==> config.mk <==
export PLATFORM = sky130hd
export DESIGN_NAME = fuse_ctl
export DESIGN_NICKNAME = d
export VERILOG_FILES = /design/src/rtl/fuse_pkg.sv /design/src/rtl/fuse_regs.sv /design/src/rtl/fuse_seq.sv /design/src/rtl/fuse_unlock.sv /design/src/rtl/fuse_array.sv /design/src/rtl/fuse_ctl.sv
export SDC_FILE = /design/constraint.sdc
export NUM_CORES = 2
export LEC_CHECK = 0
export BUFFER_PORTS_ARGS = -buffer_cell sky130_fd_sc_hd__buf_2
export CAP_MARGIN = 10
export CORE_ASPECT_RATIO = 1.75
export CORE_MARGIN = 2
export CORE_UTILIZATION = 40
export DETAILED_ROUTE_END_ITERATION = 8
export GPL_ROUTABILITY_DRIVEN = 0
export SLEW_MARGIN = 20
export SYNTH_ARGS = -nofsm -noshare
export SYNTH_HDL_FRONTEND = slang
export SYNTH_SLANG_ARGS = --single-unit
==> constraint.sdc <==
create_clock -name clk -period 65.6 [get_ports clk]
set_clock_uncertainty 0.15 [all_clocks]
set_input_delay 13.12 -clock clk [delete_from_list [all_inputs] [get_ports clk]]
set_output_delay 13.12 -clock clk [all_outputs]
set_load 0.03 [all_outputs]
==> src/rtl/fuse_pkg.sv <==
package fuse_pkg;

  localparam int CMD_W  = 6;
  localparam int ADR_W  = 16;
  localparam int KEY_LEN = 4;

  localparam logic [7:0] OFS_MODE  = 8'h00;
  localparam logic [7:0] OFS_CMD   = 8'h04;
  localparam logic [7:0] OFS_START = 8'h08;
  localparam logic [7:0] OFS_STAT  = 8'h0C;
  localparam logic [7:0] OFS_RD0   = 8'h10;
  localparam logic [7:0] OFS_ADDR  = 8'h28;
  localparam logic [7:0] OFS_WD0   = 8'h2C;
  localparam logic [7:0] OFS_RD1   = 8'h5C;
  localparam logic [7:0] OFS_WD1   = 8'h64;

  typedef enum logic [CMD_W-1:0] {
    CMD_READ = 6'h00,
    CMD_PEN  = 6'h02,
    CMD_PDIS = 6'h03,
    CMD_PROG = 6'h0A
  } fuse_cmd_e;

  // unlock key, step by step
  function automatic logic [31:0] unlock_key(input logic [1:0] step);
    case (step)
      2'd0:    return 32'h0000_000F;
      2'd1:    return 32'h0000_0004;
      2'd2:    return 32'h0000_0008;
      default: return 32'h0000_000D;
    endcase
  endfunction

  // register offsets of row words (word 0 or word 1)
  function automatic logic [7:0] wd_ofs(input int w);
    return (w == 0) ? OFS_WD0 : OFS_WD1;
  endfunction

  function automatic logic [7:0] rd_ofs(input int w);
    return (w == 0) ? OFS_RD0 : OFS_RD1;
  endfunction

endpackage

==> src/rtl/fuse_regs.sv <==
module fuse_regs
  import fuse_pkg::*;
#(
  parameter int ROW_WORDS = 2
) (
  input  logic                    clk,
  input  logic                    rst_n,
  input  logic                    wr_en,
  input  logic [7:0]              wr_addr,
  input  logic [31:0]             wr_data,
  input  logic [7:0]              rd_addr,
  input  logic                    done,
  input  logic                    prog_ok,
  input  logic [32*ROW_WORDS-1:0] rdata,
  output logic [31:0]             rd_data,
  output logic                    mode_en,
  output logic [CMD_W-1:0]        cmd,
  output logic [ADR_W-1:0]        addr,
  output logic [32*ROW_WORDS-1:0] wdata,
  output logic                    start_req,
  output logic                    start_clr
);

  logic             mode_q, mode_d;
  logic             start_q, start_d;
  logic [CMD_W-1:0] cmd_q, cmd_d;
  logic [ADR_W-1:0] addr_q, addr_d;
  logic [31:0]      wd_q [ROW_WORDS];
  logic [ROW_WORDS-1:0] wd_hit;

  logic acc, hit_mode, hit_cmd, hit_start, hit_addr;

  assign acc       = wr_en && mode_q;
  assign hit_mode  = wr_en && (wr_addr == OFS_MODE);
  assign hit_cmd   = acc && (wr_addr == OFS_CMD);
  assign hit_start = acc && (wr_addr == OFS_START);
  assign hit_addr  = acc && (wr_addr == OFS_ADDR);

  assign start_req = hit_start && wr_data[0] && !start_q;
  assign start_clr = hit_start && !wr_data[0];

  always_comb begin
    mode_d  = hit_mode  ? wr_data[0]            : mode_q;
    start_d = hit_start ? wr_data[0]            : start_q;
    cmd_d   = hit_cmd   ? wr_data[CMD_W-1:0]    : cmd_q;
    addr_d  = hit_addr  ? wr_data[ADR_W-1:0]    : addr_q;
  end

  always_ff @(posedge clk or negedge rst_n) begin
    if (!rst_n) begin
      mode_q  <= 1'b0;
      start_q <= 1'b0;
      cmd_q   <= '0;
      addr_q  <= '0;
    end else begin
      mode_q  <= mode_d;
      start_q <= start_d;
      cmd_q   <= cmd_d;
      addr_q  <= addr_d;
    end
  end

  for (genvar g = 0; g < ROW_WORDS; g++) begin : g_wd
    assign wd_hit[g] = acc && (wr_addr == wd_ofs(g));
    always_ff @(posedge clk or negedge rst_n) begin
      if (!rst_n)         wd_q[g] <= '0;
      else if (wd_hit[g]) wd_q[g] <= wr_data;
    end
    assign wdata[32*g +: 32] = wd_q[g];
  end

  assign mode_en = mode_q;
  assign cmd     = cmd_q;
  assign addr    = addr_q;

  always_comb begin
    rd_data = '0;
    case (rd_addr)
      OFS_MODE:  rd_data = {31'b0, mode_q};
      OFS_CMD:   rd_data = {{(32-CMD_W){1'b0}}, cmd_q};
      OFS_START: rd_data = {31'b0, start_q};
      OFS_STAT:  rd_data = {29'b0, prog_ok, done, 1'b0};
      OFS_ADDR:  rd_data = {{(32-ADR_W){1'b0}}, addr_q};
      default:   rd_data = '0;
    endcase
    for (int w = 0; w < ROW_WORDS; w++) begin
      if (rd_addr == wd_ofs(w)) rd_data = wd_q[w];
      if (rd_addr == rd_ofs(w)) rd_data = rdata[32*w +: 32];
    end
  end

endmodule

==> src/rtl/fuse_seq.sv <==
module fuse_seq
  import fuse_pkg::*;
#(
  parameter int ROW_WORDS = 2
) (
  input  logic                    clk,
  input  logic                    rst_n,
  input  logic                    start_req,
  input  logic                    start_clr,
  input  logic [CMD_W-1:0]        cmd,
  input  logic [ADR_W-1:0]        addr,
  input  logic [32*ROW_WORDS-1:0] wdata,
  output logic                    busy,
  output logic                    done,
  output logic                    complete,
  output logic [CMD_W-1:0]        op_cmd,
  output logic [ADR_W-1:0]        op_addr,
  output logic [32*ROW_WORDS-1:0] op_wdata
);

  localparam int ROW_BITS = 32 * ROW_WORDS;
  localparam int LAT_MAX  = 2 + ROW_BITS;
  localparam int CNT_W    = $clog2(LAT_MAX + 1);

  function automatic logic [CNT_W-1:0] ones(input logic [ROW_BITS-1:0] v);
    logic [CNT_W-1:0] n;
    n = '0;
    for (int i = 0; i < ROW_BITS; i++) n = n + CNT_W'(v[i]);
    return n;
  endfunction

  logic [CNT_W-1:0]    cnt_q, cnt_d, lat;
  logic                done_q, done_d;
  logic                launch;
  logic [CMD_W-1:0]    cmd_q;
  logic [ADR_W-1:0]    addr_q;
  logic [ROW_BITS-1:0] wd_q;

  assign busy     = (cnt_q != '0);
  assign launch   = start_req && !busy;
  assign complete = (cnt_q == CNT_W'(1));

  always_comb begin
    lat = CNT_W'(2);
    if (cmd == CMD_PROG) lat = CNT_W'(2) + ones(wdata);
    if (launch)     cnt_d = lat;
    else if (busy)  cnt_d = cnt_q - CNT_W'(1);
    else            cnt_d = cnt_q;
    if (start_clr || launch) done_d = 1'b0;
    else if (complete)       done_d = 1'b1;
    else                     done_d = done_q;
  end

  always_ff @(posedge clk or negedge rst_n) begin
    if (!rst_n) begin
      cnt_q  <= '0;
      done_q <= 1'b0;
    end else begin
      cnt_q  <= cnt_d;
      done_q <= done_d;
    end
  end

  always_ff @(posedge clk or negedge rst_n) begin
    if (!rst_n) begin
      cmd_q  <= '0;
      addr_q <= '0;
      wd_q   <= '0;
    end else if (launch) begin
      cmd_q  <= cmd;
      addr_q <= addr;
      wd_q   <= wdata;
    end
  end

  assign done     = done_q;
  assign op_cmd   = cmd_q;
  assign op_addr  = addr_q;
  assign op_wdata = wd_q;

endmodule

==> src/rtl/fuse_unlock.sv <==
module fuse_unlock
  import fuse_pkg::*;
(
  input  logic             clk,
  input  logic             rst_n,
  input  logic             complete,
  input  logic [CMD_W-1:0] op_cmd,
  input  logic [31:0]      op_key,
  output logic             prog_ok
);

  localparam int IDX_W = $clog2(KEY_LEN);

  logic [IDX_W-1:0] idx_q, idx_d;
  logic             ok_q, ok_d;
  logic             pen_done, pdis_done, key_match;

  assign pen_done  = complete && (op_cmd == CMD_PEN);
  assign pdis_done = complete && (op_cmd == CMD_PDIS);
  assign key_match = (op_key == unlock_key(idx_q));

  always_comb begin
    idx_d = idx_q;
    ok_d  = ok_q;
    if (pdis_done) begin
      idx_d = '0;
      ok_d  = 1'b0;
    end else if (pen_done) begin
      if (!key_match) begin
        idx_d = '0;
      end else if (idx_q == IDX_W'(KEY_LEN - 1)) begin
        idx_d = '0;
        ok_d  = 1'b1;
      end else begin
        idx_d = idx_q + IDX_W'(1);
      end
    end
  end

  always_ff @(posedge clk or negedge rst_n) begin
    if (!rst_n) begin
      idx_q <= '0;
      ok_q  <= 1'b0;
    end else begin
      idx_q <= idx_d;
      ok_q  <= ok_d;
    end
  end

  assign prog_ok = ok_q;

endmodule

==> src/rtl/fuse_array.sv <==
module fuse_array
  import fuse_pkg::*;
#(
  parameter int ROW_WORDS = 2,
  parameter int ROWS      = 16
) (
  input  logic                    clk,
  input  logic                    rst_n,
  input  logic                    complete,
  input  logic [CMD_W-1:0]        op_cmd,
  input  logic [ADR_W-1:0]        op_addr,
  input  logic [32*ROW_WORDS-1:0] op_wdata,
  input  logic                    prog_ok,
  output logic [32*ROW_WORDS-1:0] rdata
);

  localparam int ROW_BITS = 32 * ROW_WORDS;

  logic [ROW_BITS-1:0] rows_q [ROWS];
  logic [ROWS-1:0]     row_we;
  logic [ROW_BITS-1:0] sel;
  logic [ROW_BITS-1:0] rd_q;
  logic                prog_we, rd_load;

  assign prog_we = complete && (op_cmd == CMD_PROG) && prog_ok;
  assign rd_load = complete && (op_cmd == CMD_READ);

  always_comb begin
    sel = '0;
    for (int i = 0; i < ROWS; i++) begin
      row_we[i] = prog_we && (op_addr == ADR_W'(i));
      if (op_addr == ADR_W'(i)) sel = rows_q[i];
    end
  end

  always_ff @(posedge clk or negedge rst_n) begin
    if (!rst_n) begin
      for (int i = 0; i < ROWS; i++) rows_q[i] <= '0;
    end else begin
      for (int i = 0; i < ROWS; i++)
        if (row_we[i]) rows_q[i] <= rows_q[i] | op_wdata;
    end
  end

  always_ff @(posedge clk or negedge rst_n) begin
    if (!rst_n)       rd_q <= '0;
    else if (rd_load) rd_q <= sel;
  end

  assign rdata = rd_q;

endmodule

==> src/rtl/fuse_ctl.sv <==
module fuse_ctl
  import fuse_pkg::*;
#(
  parameter int ROW_WORDS = 2,
  parameter int ROWS      = 16
) (
  input  logic        clk,
  input  logic        rst_n,
  input  logic        bus_wr,
  input  logic [7:0]  bus_waddr,
  input  logic [31:0] bus_wdata,
  input  logic [7:0]  bus_raddr,
  output logic [31:0] bus_rdata
);

  localparam int ROW_BITS = 32 * ROW_WORDS;

  logic [1:0] rst_sync;
  logic       rst_core_n;

  always_ff @(posedge clk or negedge rst_n) begin
    if (!rst_n) rst_sync <= 2'b00;
    else        rst_sync <= {rst_sync[0], 1'b1};
  end
  assign rst_core_n = rst_sync[1];

  logic                mode_en, start_req, start_clr;
  logic                busy, done, complete, prog_ok;
  logic [CMD_W-1:0]    cmd, op_cmd;
  logic [ADR_W-1:0]    addr, op_addr;
  logic [ROW_BITS-1:0] wdata, op_wdata, rdata;

  fuse_regs #(.ROW_WORDS(ROW_WORDS)) u_regs (
    .clk(clk), .rst_n(rst_core_n),
    .wr_en(bus_wr), .wr_addr(bus_waddr), .wr_data(bus_wdata),
    .rd_addr(bus_raddr), .done(done), .prog_ok(prog_ok), .rdata(rdata),
    .rd_data(bus_rdata), .mode_en(mode_en), .cmd(cmd), .addr(addr),
    .wdata(wdata), .start_req(start_req), .start_clr(start_clr)
  );

  fuse_seq #(.ROW_WORDS(ROW_WORDS)) u_seq (
    .clk(clk), .rst_n(rst_core_n),
    .start_req(start_req), .start_clr(start_clr),
    .cmd(cmd), .addr(addr), .wdata(wdata),
    .busy(busy), .done(done), .complete(complete),
    .op_cmd(op_cmd), .op_addr(op_addr), .op_wdata(op_wdata)
  );

  fuse_unlock u_unlock (
    .clk(clk), .rst_n(rst_core_n),
    .complete(complete), .op_cmd(op_cmd), .op_key(op_wdata[31:0]),
    .prog_ok(prog_ok)
  );

  fuse_array #(.ROW_WORDS(ROW_WORDS), .ROWS(ROWS)) u_array (
    .clk(clk), .rst_n(rst_core_n),
    .complete(complete), .op_cmd(op_cmd), .op_addr(op_addr),
    .op_wdata(op_wdata), .prog_ok(prog_ok), .rdata(rdata)
  );

endmodule

==> metrics.txt <==
crit path from=bus_raddr[4]; TritonRoute pass-1 iters=8; max_cap viols=0; vias in the first global route=40400; #FFs+latches synth=1275; clk_lat worst skew=0.78 ns; Reg2Reg Depth=17; Via density=6.31; Synth Instances=~4500; clk buf depth=3; syn_nets=4613; hold_buf cts=0; Synth Cell Area=0.0546 sq mm; first-pass GRT wire length=286 mm; Worst-path clk slew=0.07 ns; post-CTS setup buffers=0; Slew headroom=about a fifth; Async SR Flop Fraction=between 90% and 100%; GRT Residual Overflow=0; storage element area=0.0319 sq mm; status=completed; commonest non-fill, non-tap cell in the layout=dfrtp_1; share of layout cells above drive strength 1=15.3%; Filler Cells Inserted=between 10000 and 15000; Power Density=24.9 mW/mm^2; WS Path Type=input pin to primary output; pin count of the biggest net entering global routing=163; Reg2Reg Launch Point=u_regs.wdata[8]; post-route insts no fill=between 6000 and 7000; most frequent cells in the layout=1272 x dfrtp_1, 1025 x a21o_1, 214 x mux2_2; footprint of the multi-input gates=0.0208 sq mm; Worst-Margin Slew=1.20 ns; Clk Tree Root Cell=clkbuf_16; DR iter-0 viols=~4500; WP data arrival=15.28 ns; unrepaired setup endpoints after global routing=false; Die Ht=493 microns; # IOs=slightly above 80; number of enable flip-flop cells after synthesis=0; antenna-violating nets left=0; crit path max fanout=16; Worst Setup Start Kind=input pin; clock period minus worst slack=28.55 ns; Critical Path End=bus_rdata[0]; Die W=283 microns; core area=~0.14 sq mm; Num CTS Buffers=110; endpoint type of the worst setup path=primary output; VDD IR max=0.0000281 V; total detailed-routing wirelength=195 mm; Final Core Density=44.7%; Hold Path Class=register to async pin; Layout Nets=4511; H-Tree Level Count=3; area post-placement=0.0567 sq mm; Final Max Slew Viols=0; die area=between 0.1 and 0.15 sq mm; fin area=0.0606 sq mm; Fin. Hold Viols=0; r2r setup slk=about 59 ns; sequential-to-total area share from yosys stat=58.4%; setup tns final=0 ns; DRC=0; Syn-to-layout area delta=10.9%; hold slack=0.167 ns; Initial Utilization=between 40 and 50%; Place WS=approximately 37 ns; port bufs=82; Clock Sinks=1275; CTS tree=done; row cnt=179; Via Count=about 40000; Fmax achieved=0.0350 GHz; Leakage=36.7 nW; initial antenna violation count=11; fin crit share=43.5%; Overall Global Routing Usage=27.9%; WL/cell=31.0 microns; Critical Path RT=52.33 ns; DP Cell Count=6081; Post-synth top flop=dfrtp_1; worst r2r dst=u_seq.cnt_q[6]; Avg Cell Area, Syn=12.2 sq um; total power draw=1.51 mW; Netlist cell types=76; post-CTS resize count=0; Worst Slack Setup Final=37.05 ns; Warnings, synthesis=0; DP HPWL=125 mm; Setup-failing EPs final=0
## state kept, by name, indices dropped and copies added (netlist names), 2 cells and up
register,flops
u_seq.op_addr,16
u_regs.wdata,64
u_regs.addr,16
u_array.rdata,64
u_seq.op_cmd,6
u_seq.op_wdata,64
u_regs.cmd,6
u_unlock.idx_q,2
u_array.rows_q,1024
rst_sync,2
u_seq.cnt_q,7
## synth_stat cells (all sizes together) (8+ instances only)
library cell,count,area [sq um]
nand4,14,93.8
o22a,8,70.1
fa,54,1080
dfrtp,1275,31900
o22ai,95,594
o21ai,157,786
mux2i,25,250
a221o,27,270
a221oi,52,455
nor4,23,226
nand3,47,235
a22o,16,140
o31ai,8,60.1
nand2,164,618
ha,23,288
buf,206,947
mux2,214,2410
nor3,36,225
a21oi,117,586
inv,110,413
nor2,154,599
o211ai,13,97.6
mux4,38,856
a21o,1025,7690
o2bb2ai,13,114
o221ai,17,149
a211oi,17,128
a31oi,36,225
a222oi,41,410
or3,14,87.6
clkbuf,201,754
a22oi,121,908
and3,14,87.6
and2,8,50.1
## where the power goes
group	total, mW	switching [mW]	internal [mW]	leakage [nW]
Sequential	0.787	0.000792	0.786	17.7
Clock	0.701	0.315	0.386	1.90
Combinational	0.0200	0.0173	0.00270	17.0
## critical path: stages
cell	delay [ns]
buf_2	0.12
nor4b_1	0.41
nand2_1	0.12
nor2_2	0.55
a22o_1	0.25
a2111oi_0	0.06
a21oi_1	0.29
a221o_1	0.16
buf_2	0.19
## cell families (layout without fill, tap and decap cells)
family / count (synthesis) / in the layout / synth area share (%)
AO/OA/AOI/OAI: 1802 / 1802 / 23.8
XOR/XNOR: 12 / 12 / 0.192
adder cells (fa/ha/maj): 77 / 77 / 2.50
buffers and inverters: 518 / 510 / 3.88
flip-flops: 1275 / 1275 / 58.4
multiplexers: 277 / 277 / 6.43
other: 1 / 7 / 0.00686
AND/OR/NAND/NOR: 523 / 523 / 4.76
## metal layers
layer | routed length [microns] | track usage, %
met4 | 15700 | 19.5
met5 | 15 | 0
met1 | 71200 | 32.9
met2 | 94500 | 46.6
met3 | 13900 | 4.50
## how the worst min path moves through the flow
stage	depth (start not counted)	end	slack, ns	start
global placement	0	u_seq.op_addr[14]	0.17	rst_sync[1]
CTS	0	u_seq.op_addr[14]	0.18	rst_sync[1]
detailed placement	0	u_seq.op_addr[14]	0.17	rst_sync[1]
global route	0	u_seq.op_addr[14]	0.21	rst_sync[1]
floorplan	0	rst_sync[1]	0.18	rst_sync[0]
finish	0	u_seq.op_addr[14]	0.17	rst_sync[1]
## area by class of cell
class / instances / share of cell area (%)
flip-flops and latches: 1275 / 52.7
multi-input cells: 2692 / 34.4
clock buffers: 161 / 5.29
well taps: 1810 / 3.74
repair buffers: 193 / 2.11
clock inverters: 45 / 1.10
inverters: 111 / 0.687
diodes: 6 / 0.0248
Note: power is estimated with default switching activity, not from simulation.
